### src/rtl/tvbu_pkg.sv
package tvbu_pkg;
    localparam int CR_ENTRIES = 16;
    localparam int CR_BITS    = 4;
    localparam int N_TESTS    = 3;
    localparam int N_LEAVES   = N_TESTS + 1;
    localparam int N_OPS      = 8;
    localparam int HDR_W      = 72;

    localparam int CR_IDX_W   = $clog2(CR_ENTRIES);
    localparam int BSEL_W     = $clog2(CR_BITS);
    localparam int PATH_W     = $clog2(N_LEAVES);
    localparam int SLOT_W     = 2;
    localparam int TEST_W     = CR_IDX_W + BSEL_W + 1;
    localparam int LEAF_W     = SLOT_W + N_OPS;
    localparam int VALID_LSB  = N_TESTS * TEST_W;
    localparam int LEAF_LSB   = VALID_LSB + N_TESTS;
    localparam int NLA_LSB    = LEAF_LSB + N_LEAVES * LEAF_W;
    localparam int NLA_W      = HDR_W - NLA_LSB;
    localparam int CR_W       = CR_ENTRIES * CR_BITS;

    typedef struct packed {
        logic                pol;
        logic [BSEL_W-1:0]   bsel;
        logic [CR_IDX_W-1:0] idx;
    } test_t;

    typedef struct packed {
        logic [N_OPS-1:0]  mask;
        logic [SLOT_W-1:0] slot;
    } leaf_t;

    typedef struct packed {
        logic [NLA_W-1:0]             nla;
        leaf_t [N_LEAVES-1:0]         leaves;
        logic [N_TESTS-1:0]           valid;
        test_t [N_TESTS-1:0]          tests;
    } hdr_t;

    typedef struct packed {
        logic [PATH_W-1:0] path;
        logic [SLOT_W-1:0] slot;
        logic [N_OPS-1:0]  mask;
        logic [NLA_W-1:0]  nla;
    } bu_out_t;

    function automatic leaf_t leaf_of(input logic [HDR_W-1:0] raw,
                                      input logic [PATH_W-1:0] p);
        hdr_t h;
        h = hdr_t'(raw);
        return h.leaves[p];
    endfunction
endpackage

### src/rtl/tvbu_cr_port.sv
module tvbu_cr_port
    import tvbu_pkg::*;
#(
    parameter int ENTRIES = CR_ENTRIES,
    parameter int BITS    = CR_BITS
) (
    input  logic [ENTRIES*BITS-1:0]     cr_file,
    input  logic [$clog2(ENTRIES)-1:0]  idx,
    input  logic [$clog2(BITS)-1:0]     bsel,
    output logic                        bit_o
);
    // Entries are power-of-two wide, so the flat position is {idx, bsel}.
    localparam int POS_W = $clog2(ENTRIES) + $clog2(BITS);
    logic [POS_W-1:0] pos;

    always_comb begin
        pos   = {idx, bsel};
        bit_o = cr_file[pos];
    end
endmodule

### src/rtl/tvbu_tree_eval.sv
module tvbu_tree_eval
    import tvbu_pkg::*;
#(
    parameter int TESTS = N_TESTS
) (
    input  logic [TESTS-1:0]           fire,
    output logic [$clog2(TESTS+1)-1:0] path
);
    localparam int PW = $clog2(TESTS + 1);

    // Lowest firing test wins; none firing falls through to the last leaf.
    always_comb begin
        path = PW'(TESTS);
        for (int k = TESTS - 1; k >= 0; k--) begin
            if (fire[k]) path = PW'(k);
        end
    end
endmodule

### src/rtl/tvbu_branch_unit.sv
module tvbu_branch_unit
    import tvbu_pkg::*;
(
    input  logic             clk,
    input  logic             rst,
    input  logic [HDR_W-1:0] hdr_i,
    input  logic [CR_W-1:0]  cr_file_i,
    output logic [PATH_W-1:0] path_o,
    output logic [SLOT_W-1:0] tgt_sel_o,
    output logic [N_OPS-1:0]  op_mask_o,
    output logic [NLA_W-1:0]  next_line_o
);
    hdr_t               hdr;
    logic [N_TESTS-1:0] cond_bit;
    logic [N_TESTS-1:0] fire;
    logic [PATH_W-1:0]  path_d;
    leaf_t              leaf_d;
    bu_out_t            out_d;
    bu_out_t            out_q;

    assign hdr = hdr_t'(hdr_i);

    for (genvar k = 0; k < N_TESTS; k++) begin : g_test
        tvbu_cr_port #(.ENTRIES(CR_ENTRIES), .BITS(CR_BITS)) u_port (
            .cr_file (cr_file_i),
            .idx     (hdr.tests[k].idx),
            .bsel    (hdr.tests[k].bsel),
            .bit_o   (cond_bit[k])
        );
        assign fire[k] = !hdr.valid[k] || (cond_bit[k] == hdr.tests[k].pol);
    end

    tvbu_tree_eval #(.TESTS(N_TESTS)) u_tree (
        .fire (fire),
        .path (path_d)
    );

    always_comb begin
        leaf_d     = hdr.leaves[path_d];
        out_d.path = path_d;
        out_d.slot = leaf_d.slot;
        out_d.mask = leaf_d.mask;
        out_d.nla  = hdr.nla;
    end

    always_ff @(posedge clk) begin
        if (rst) out_q <= '0;
        else     out_q <= out_d;
    end

    assign path_o      = out_q.path;
    assign tgt_sel_o   = out_q.slot;
    assign op_mask_o   = out_q.mask;
    assign next_line_o = out_q.nla;

    // slot and mask belong to the leaf reported on path_o
    a_r5_leaf_fields: assert property (@(posedge clk) disable iff (rst)
        1'b1 |=> (op_mask_o == leaf_of($past(hdr_i), path_o).mask) &&
                 (tgt_sel_o == leaf_of($past(hdr_i), path_o).slot));

    // next-line address is forwarded untouched
    a_r6_next_line: assert property (@(posedge clk) disable iff (rst)
        1'b1 |=> next_line_o == $past(hdr_i[HDR_W-1:NLA_LSB]));

    // first test firing forces leaf 0
    a_r3_first_wins: assert property (@(posedge clk) disable iff (rst)
        fire[0] |=> path_o == '0);

    // an unused first test resolves to leaf 0
    a_r4_unused_early: assert property (@(posedge clk) disable iff (rst)
        !hdr_i[VALID_LSB] |=> path_o == '0);

    // no test firing selects the final leaf
    a_r3_fallthrough: assert property (@(posedge clk) disable iff (rst)
        (fire == '0) |=> path_o == PATH_W'(N_TESTS));
endmodule

### config.mk
export PLATFORM = sky130hd
export DESIGN_NAME = tvbu_branch_unit
export DESIGN_NICKNAME = d
export VERILOG_FILES = /design/src/rtl/tvbu_pkg.sv /design/src/rtl/tvbu_cr_port.sv /design/src/rtl/tvbu_tree_eval.sv /design/src/rtl/tvbu_branch_unit.sv
export SDC_FILE = /design/constraint.sdc
export NUM_CORES = 1
export LEC_CHECK = 0
export BUFFER_PORTS_ARGS = -buffer_cell sky130_fd_sc_hd__clkbuf_2
export CORE_UTILIZATION = 48
export DETAILED_ROUTE_END_ITERATION = 16
export PLACE_DENSITY = 0.91
export SYNTH_ARGS = -nofsm -noshare
export SYNTH_HDL_FRONTEND = slang
export SYNTH_HIERARCHICAL = 1
export SYNTH_SLANG_ARGS = --single-unit
### constraint.sdc
create_clock -name clk -period 4.6 [get_ports clk]
set_clock_uncertainty 0.05 [all_clocks]
set_input_delay 0.69 -clock clk [delete_from_list [all_inputs] [get_ports clk]]
set_output_delay 0.69 -clock clk [all_outputs]
set_load 0.005 [all_outputs]
==> impl_metrics.env, run 1 <==
export IMPL_critPathMaxFanout=21
export IMPL_cts_sinks=20
export IMPL_dp_cells=467
export IMPL_cts_tree="yes"
export IMPL_final_area_sq_mm=0.00344
export IMPL_min_path_cells=2
export IMPL_cts_htree_levels=1
export IMPL_max_stage_delay_ps=700
export IMPL_nets=540
export IMPL_min_from="hdr_i[67]"
export IMPL_initial_core_util_pct=51.0
export IMPL_setup_viol=0
export IMPL_synth_compound_area_share_pct=13.6
export IMPL_synth_most_common_cell="mux2i_1"
export IMPL_syn_area_sq_mm=0.00265
export IMPL_die_width_um=76.4
export IMPL_critical_path_class="in2reg"
export IMPL_cts_max_path_buffers=2
export IMPL_yosysTopAreaCell="mux4_2"
export IMPL_power_density_mw_per_mm2=180
export IMPL_synth_fa_ha_area_share_pct=0
export IMPL_cts_buffers=3
export IMPL_synth_xor_area_share_pct=0.990
export IMPL_io_buffers=157
export IMPL_vias_per_cell=6.00
export IMPL_wire_per_inst_um=17.5
export IMPL_fin_setup_tns_ps=0
export IMPL_power_leakage_nw=1.59
export IMPL_hold_path_class="in2reg"
export IMPL_syn_instance_count=263
export IMPL_ys_types=33
export IMPL_grtUsageMet3_pct=3.95
export IMPL_worstPathCellList="clkbuf_2, mux4_1, o2111ai_1, nand3_1, a211oi_2, a211oi_2, xor2_1, nand2_1, nor2_2, buf_4, mux2i_1, o22ai_1"
export IMPL_relSlewSlack_pct=55.5
export IMPL_via_count=2826
export IMPL_critPathBufInv=2
export IMPL_path_clk_slew_ps=70
export IMPL_cp_top_family="multiplexers"
export IMPL_die_y_um=76.4
export IMPL_synth_top_family_by_area="multiplexers"
export IMPL_track_usage_pct=28.4
export IMPL_synth_edf_count=0
export IMPL_yosysSeqAreaShare_pct=15.1
export IMPL_drive_gt1_share_pct=52.1
export IMPL_overflow=0
export IMPL_synth_area_per_cell_sq_um=10.1
export IMPL_fmax_mhz=283
export IMPL_post_cts_resized=0
export IMPL_outcome="finished clean"
export IMPL_synthSimpleGateAreaFrac_pct=17.0
export IMPL_grt_pass1_wl_mm=13.2
export IMPL_dr_pass1_iters=5
export IMPL_crit_slowest_cell="mux4_1"
export IMPL_areaGrowthSynthToFinish_pct=29.5
export IMPL_worstMarginPinSlew_ps=668
export IMPL_drc=0
export IMPL_maxCapViolCount=0
export IMPL_worstSetupStartpointType="primary input"
export IMPL_ys_ff_latch=20
export IMPL_instances_no_fill=471
export IMPL_synth_top_area_share_pct=28.0
export IMPL_grt_start_max_net_pins=22
export IMPL_yosysWarningCount=6
export IMPL_arrival_ps=3610
export IMPL_dp_hpwl_mm=6.84
export IMPL_holdPathEnd="next_line_o[3]"
export IMPL_period_share_pct=76.8
export IMPL_grt_use_met1_pct=34.7
export IMPL_finish_utilization_pct=66.0
export IMPL_gp_congestion=0.948
export IMPL_num_rows=26
export IMPL_cp_data_required_time_ps=4680
export IMPL_synth_top_cells_by_area="mux4_2 28%, dfxtp_1 15%, mux2i_1 13%"
export IMPL_hold_viol=0
export IMPL_postCtsSetupRepairBufs=0
export IMPL_grt_setup_unrepaired="false"
export IMPL_period_minus_slack_ps=3530
export IMPL_placed_area_sq_mm=0.00338
export IMPL_antenna_left=0
export IMPL_critPathMostFrequentCell="a211oi_2"
export IMPL_busiest_layer="met2"
export IMPL_synthArstFlopShare_pct=0
export IMPL_muxShareOfSynthArea_pct=45.5
export IMPL_hold_ws_ps=590
export IMPL_fillers=443
export IMPL_die_area_sq_mm=0.00583
export IMPL_gr_usage_met2_pct=52.5
export IMPL_drt_iter0_markers=127
export IMPL_core_area_sq_mm=0.00520
export IMPL_antenna_found_initial=0
export IMPL_synth_common_cells="35 x mux2i_1, 33 x mux4_2, 22 x nor2_1"
export IMPL_cts_hold_fix_buffers=0
export IMPL_grt_pass1_vias=2772
export IMPL_slew_viol_final=0
export IMPL_peakVddDrop_v=0.000124
export IMPL_num_antenna_cells=0
export IMPL_power_mw=0.618
export IMPL_finalWorstSetupSlack_ps=1070
export IMPL_clock_root_buffer="clkbuf_8"
export IMPL_io_pins=158
export IMPL_ys_flop_type="dfxtp_1"
export IMPL_syn_nets=401
export IMPL_place_ws_ps=783
export IMPL_crit_path_end_kind="flip-flop"
export IMPL_wl_mm=8.27
==> final cells by class <==
cell class | instances | area, sq um | area share (%)
Clock buffer | 4 | 55.1 | 1.60
Multi-Input combinational cell | 205 | 2050 | 59.6
Inverter | 14 | 52.6 | 1.53
Tap cell | 70 | 87.6 | 2.55
Timing Repair Buffer | 158 | 793 | 23.1
Sequential cell | 20 | 400 | 11.7
==> sequential cells by signal (all words and copies together), names as in the netlist <==
name,cells
next_line_o,8
op_mask_o,8
path_o,2
tgt_sel_o,2
==> report_power, final <==
part	leakage [nW]	switching (mW)	internal [mW]
sequential	0.166	0.00468	0.189
clock	0.0288	0.0532	0.0761
combinational	1.39	0.141	0.154
total	1.59	0.199	0.419
==> layout by cell type (no fill, tap or decap), drive strengths merged, types with 7 or more instances in the layout <==
| master | synthesis | final |
|---|---|---|
| clkbuf | 6 | 161 |
| mux4 | 36 | 36 |
| mux2i | 35 | 35 |
| nor2 | 22 | 22 |
| dfxtp | 20 | 20 |
| inv | 14 | 14 |
| nand2 | 12 | 12 |
| o22ai | 10 | 10 |
| nor2b | 9 | 9 |
| nor4 | 9 | 9 |
| a211oi | 9 | 9 |
| nand2b | 7 | 7 |
==> worst max path at each step <==
stage | to | depth (start not counted) | start
final | tgt_sel_o[0] | 12 | hdr_i[4]
after CTS | op_mask_o[1] | 12 | hdr_i[4]
after detailed placement | op_mask_o[3] | 12 | hdr_i[4]
after global routing | op_mask_o[1] | 12 | hdr_i[11]
after global placement | tgt_sel_o[0] | 12 | hdr_i[4]
after floorplan | op_mask_o[0] | 13 | hdr_i[11]
==> metal layers <==
metal,wire length (um),vias to the layer above
met5,0,-
met4,63,0
met3,717,6
met2,4330,170
met1,3150,1334
li1,-,1316
==> cell families (layout without fill, tap and decap cells) <==
kind of cell	after synthesis	in the layout
and+or+nand+nor	87	87
muxes	74	74
AOI/OAI and AO/OA	41	41
buffers and inverters	38	176
DFF	20	20
xor gates and xnor gates	3	3
(Power assumes the default switching activity.)
==> inputs of run 2 (changes only) <==
--- a/config.mk
+++ b/config.mk
@@ -5,10 +5,11 @@
 export SDC_FILE = /design/constraint.sdc
 export NUM_CORES = 1
 export LEC_CHECK = 0
+export ABC_AREA = 1
 export BUFFER_PORTS_ARGS = -buffer_cell sky130_fd_sc_hd__clkbuf_2
-export CORE_UTILIZATION = 48
+export CORE_UTILIZATION = 47
 export DETAILED_ROUTE_END_ITERATION = 16
-export PLACE_DENSITY = 0.91
+export PLACE_DENSITY = 0.86
 export SYNTH_ARGS = -nofsm -noshare
 export SYNTH_HDL_FRONTEND = slang
 export SYNTH_HIERARCHICAL = 1
==> constraint.sdc (replaced) <==
create_clock -name clk -period 3.5 [get_ports clk]
set_clock_uncertainty 0.05 [all_clocks]
set_input_delay 0.525 -clock clk [delete_from_list [all_inputs] [get_ports clk]]
set_output_delay 0.525 -clock clk [all_outputs]
set_load 0.005 [all_outputs]
==> run 2 against run 1 <==
  * Combinational power up 57%
  * Via count rose by 66%
  * Die area increased by 19%
  * Critical path depth rose by 5
  * Cell count rose by 75%
  * Worst hold slack got worse by 200 ps
  * Count of clock-buffer cells in the layout decreased by 1
  * Sequential power increased by 30%
  * Highest routed layer unchanged
  * Sequential cell count unchanged
==> impl_metrics.env, run 2 <==
export IMPL_outcome="finished clean"
export IMPL_critPathMostFrequentCell="nand2_1"
export IMPL_track_usage_pct=32.6
export IMPL_postCtsSetupRepairBufs=0
export IMPL_gp_congestion=1.03
export IMPL_syn_nets=761
export IMPL_cts_tree="yes"
export IMPL_power_mw=0.949
export IMPL_peakVddDrop_v=0.000465
export IMPL_yosysTopAreaCell="nand2_1"
export IMPL_period_share_pct=80.8
export IMPL_grt_pass1_vias=4128
export IMPL_slew_viol_final=0
export IMPL_power_density_mw_per_mm2=251
export IMPL_wire_per_inst_um=14.3
export IMPL_via_count=4683
export IMPL_cts_buffers=3
export IMPL_min_from="hdr_i[68]"
export IMPL_fin_setup_tns_ps=0
export IMPL_worstMarginPinSlew_ps=644
export IMPL_core_area_sq_mm=0.00635
export IMPL_synth_top_area_share_pct=34.5
export IMPL_die_y_um=83.3
export IMPL_critical_path_class="in2reg"
export IMPL_pwr_share_seq_pct=26.5
export IMPL_io_buffers=157
export IMPL_min_path_cells=3
export IMPL_syn_area_sq_mm=0.00311
export IMPL_num_rows=29
export IMPL_hold_viol=0
export IMPL_fmax_mhz=354
export IMPL_path_clk_slew_ps=80
export IMPL_startpoint="hdr_i[18]"
export IMPL_synth_common_cells="286 x nand2_1, 182 x nand3_1, 62 x inv_1"
export IMPL_wl_mm=11.8
export IMPL_num_antenna_cells=0
export IMPL_antenna_left=0
export IMPL_cts_sinks=20
export IMPL_nets=887
export IMPL_p_switching_mw=0.371
export IMPL_cp_top_family="buffers and inverters"
export IMPL_comb_power_share_pct=48.7
export IMPL_critPathBufInv=3
export IMPL_vias_per_cell=5.68
export IMPL_yosysWarningCount=6
export IMPL_instances_no_fill=825
export IMPL_final_cell_mix="286 x nand2_1, 182 x nand3_1, 157 x clkbuf_2, 62 x inv_1, 20 x dfxtp_1"
export IMPL_clock_root_buffer="clkbuf_8"
export IMPL_p_sw_share_pct=39.1
export IMPL_cp_data_required_time_ps=3600
export IMPL_drc=0
export IMPL_ys_ff_latch=20
export IMPL_hold_path_class="in2reg"
export IMPL_yosysSeqAreaShare_pct=12.9
export IMPL_maxCapViolCount=0
export IMPL_synth_most_common_cell="nand2_1"
export IMPL_die_area_sq_mm=0.00694
export IMPL_drt_iter0_markers=514
export IMPL_drive_gt1_share_pct=23.3
export IMPL_holdPathEnd="next_line_o[4]"
export IMPL_ys_flop_type="dfxtp_1"
export IMPL_arrival_ps=2930
export IMPL_overflow=0
export IMPL_critPathMaxFanout=32
export IMPL_antenna_found_initial=0
export IMPL_worstSetupStartpointType="primary input"
export IMPL_dp_hpwl_mm=8.73
export IMPL_synth_edf_count=0
export IMPL_cts_hold_fix_buffers=0
export IMPL_dr_pass1_iters=6
export IMPL_crit_path_end_kind="flip-flop"
export IMPL_power_leakage_nw=2.35
export IMPL_cts_htree_levels=1
export IMPL_setup_viol=0
export IMPL_relSlewSlack_pct=57.1
export IMPL_synth_top_cells_by_area="nand2_1 35%, nand3_1 29%, dfxtp_1 13%"
export IMPL_period_minus_slack_ps=2830
export IMPL_synth_area_per_cell_sq_um=4.99
export IMPL_areaGrowthSynthToFinish_pct=21.7
export IMPL_ys_types=15
export IMPL_pwr_share_clk_pct=24.8
export IMPL_io_pins=158
export IMPL_initial_core_util_pct=48.9
export IMPL_crit_slowest_cell="clkbuf_2"
export IMPL_final_common_cell="nand2_1"
export IMPL_worstPathCellList="clkbuf_2, inv_6, nand2_1, nand3_1, nand3_1, nand2_1, nand2_1, nand3_1, nand3_1, nand2_1, xor2_1, nand2_1, a21oi_2, buf_4, nand2_1, nand3_1, a21oi_1"
export IMPL_die_width_um=83.3
export IMPL_max_stage_delay_ps=380
export IMPL_grt_pass1_wl_mm=18.8
export IMPL_synthArstFlopShare_pct=0
export IMPL_dp_cells=821
export IMPL_cts_max_path_buffers=2
export IMPL_syn_instance_count=623
export IMPL_grt_setup_unrepaired="false"
export IMPL_power_internal_mw=0.578
export IMPL_grt_start_max_net_pins=33
export IMPL_post_cts_resized=0
[run 2: cell count changes in the layout (fill, tap and decap cells not counted), moves of 7 or more]
| cell | before | now |
|---|---|---|
| nand2_1 | 12 | 286 |
| nand3_1 | 6 | 182 |
| inv_1 | 14 | 62 |
| mux2i_1 | 35 | 0 |
| mux4_2 | 33 | 0 |
| a21oi_1 | 0 | 10 |
| nor2_1 | 21 | 11 |
| o22ai_1 | 10 | 0 |
| nor2b_1 | 9 | 0 |
| nor4_1 | 9 | 0 |
| nand2b_1 | 7 | 0 |
[run 2: cell type report]
| class | instances | area [sq um] |
|---|---|---|
| Inverter | 69 | 282 |
| Sequential cell | 20 | 400 |
| Tap cell | 77 | 96.3 |
| Fill cell | 627 | 2570 |
| Multi-Input combinational cell | 493 | 2110 |
| Clock inverter | 1 | 30.0 |
| Timing Repair Buffer | 162 | 823 |
| Clock buffer | 3 | 41.3 |
[run 2: cell families (layout without fill, tap and decap cells)]
family	after synthesis	in the layout	synth area share, %
AOI/OAI and AO/OA	11	11	1.89
xor gates and xnor gates	3	3	0.846
buffers and inverters	110	235	19.2
DFF	20	20	12.9
and+or+nand+nor	479	479	65.2
[run 2: power groups by stage]
stage	sequential, mW	clock (mW)	combinational, mW
6_report	0.252	0.235	0.462
5_1_grt	0.253	0.245	0.510
4_1_cts	0.252	0.239	0.451
3_5_place_dp	0.257	0	0.449
3_3_place_gp	0.258	0	0.437
2_1_floorplan	0.260	0	0.288
[run 2: layer usage]
layer,up-vias,GRT usage [%],wire length [um]
met5,-,0,0
li1,2208,-,-
met3,72,5.67,1610
met1,2012,40.5,4300
met2,391,52.9,5280
met4,0,18.7,582
[run 2: worst max-delay path by stage]
| stage | to | cells past startpoint |
|---|---|---|
| 5_1_grt | op_mask_o[3] | 17 |
| 2_1_floorplan | op_mask_o[0] | 18 |
| 3_3_place_gp | op_mask_o[2] | 17 |
| 3_5_place_dp | tgt_sel_o[1] | 17 |
| 6_report | tgt_sel_o[1] | 17 |
| 4_1_cts | tgt_sel_o[1] | 17 |
[run 2: tightest hold or removal path: cells and delay by family]
family	cells	cell delay [ps]
buffers and inverters	2	120
AND/OR/NAND/NOR	1	30
[run 2: through the flow]
stage                     utilization, %  cell area (sq um)  setup WS (ps)  hold WS [ps]
after floorplan                        -               3110           1260           582
after detailed placement            58.5               3710            452           675
after global placement              58.5               3710            542           673
final                               59.6               3780            672           389
after global routing                59.6               3780            464           397
after CTS                           59.6               3780            743           386
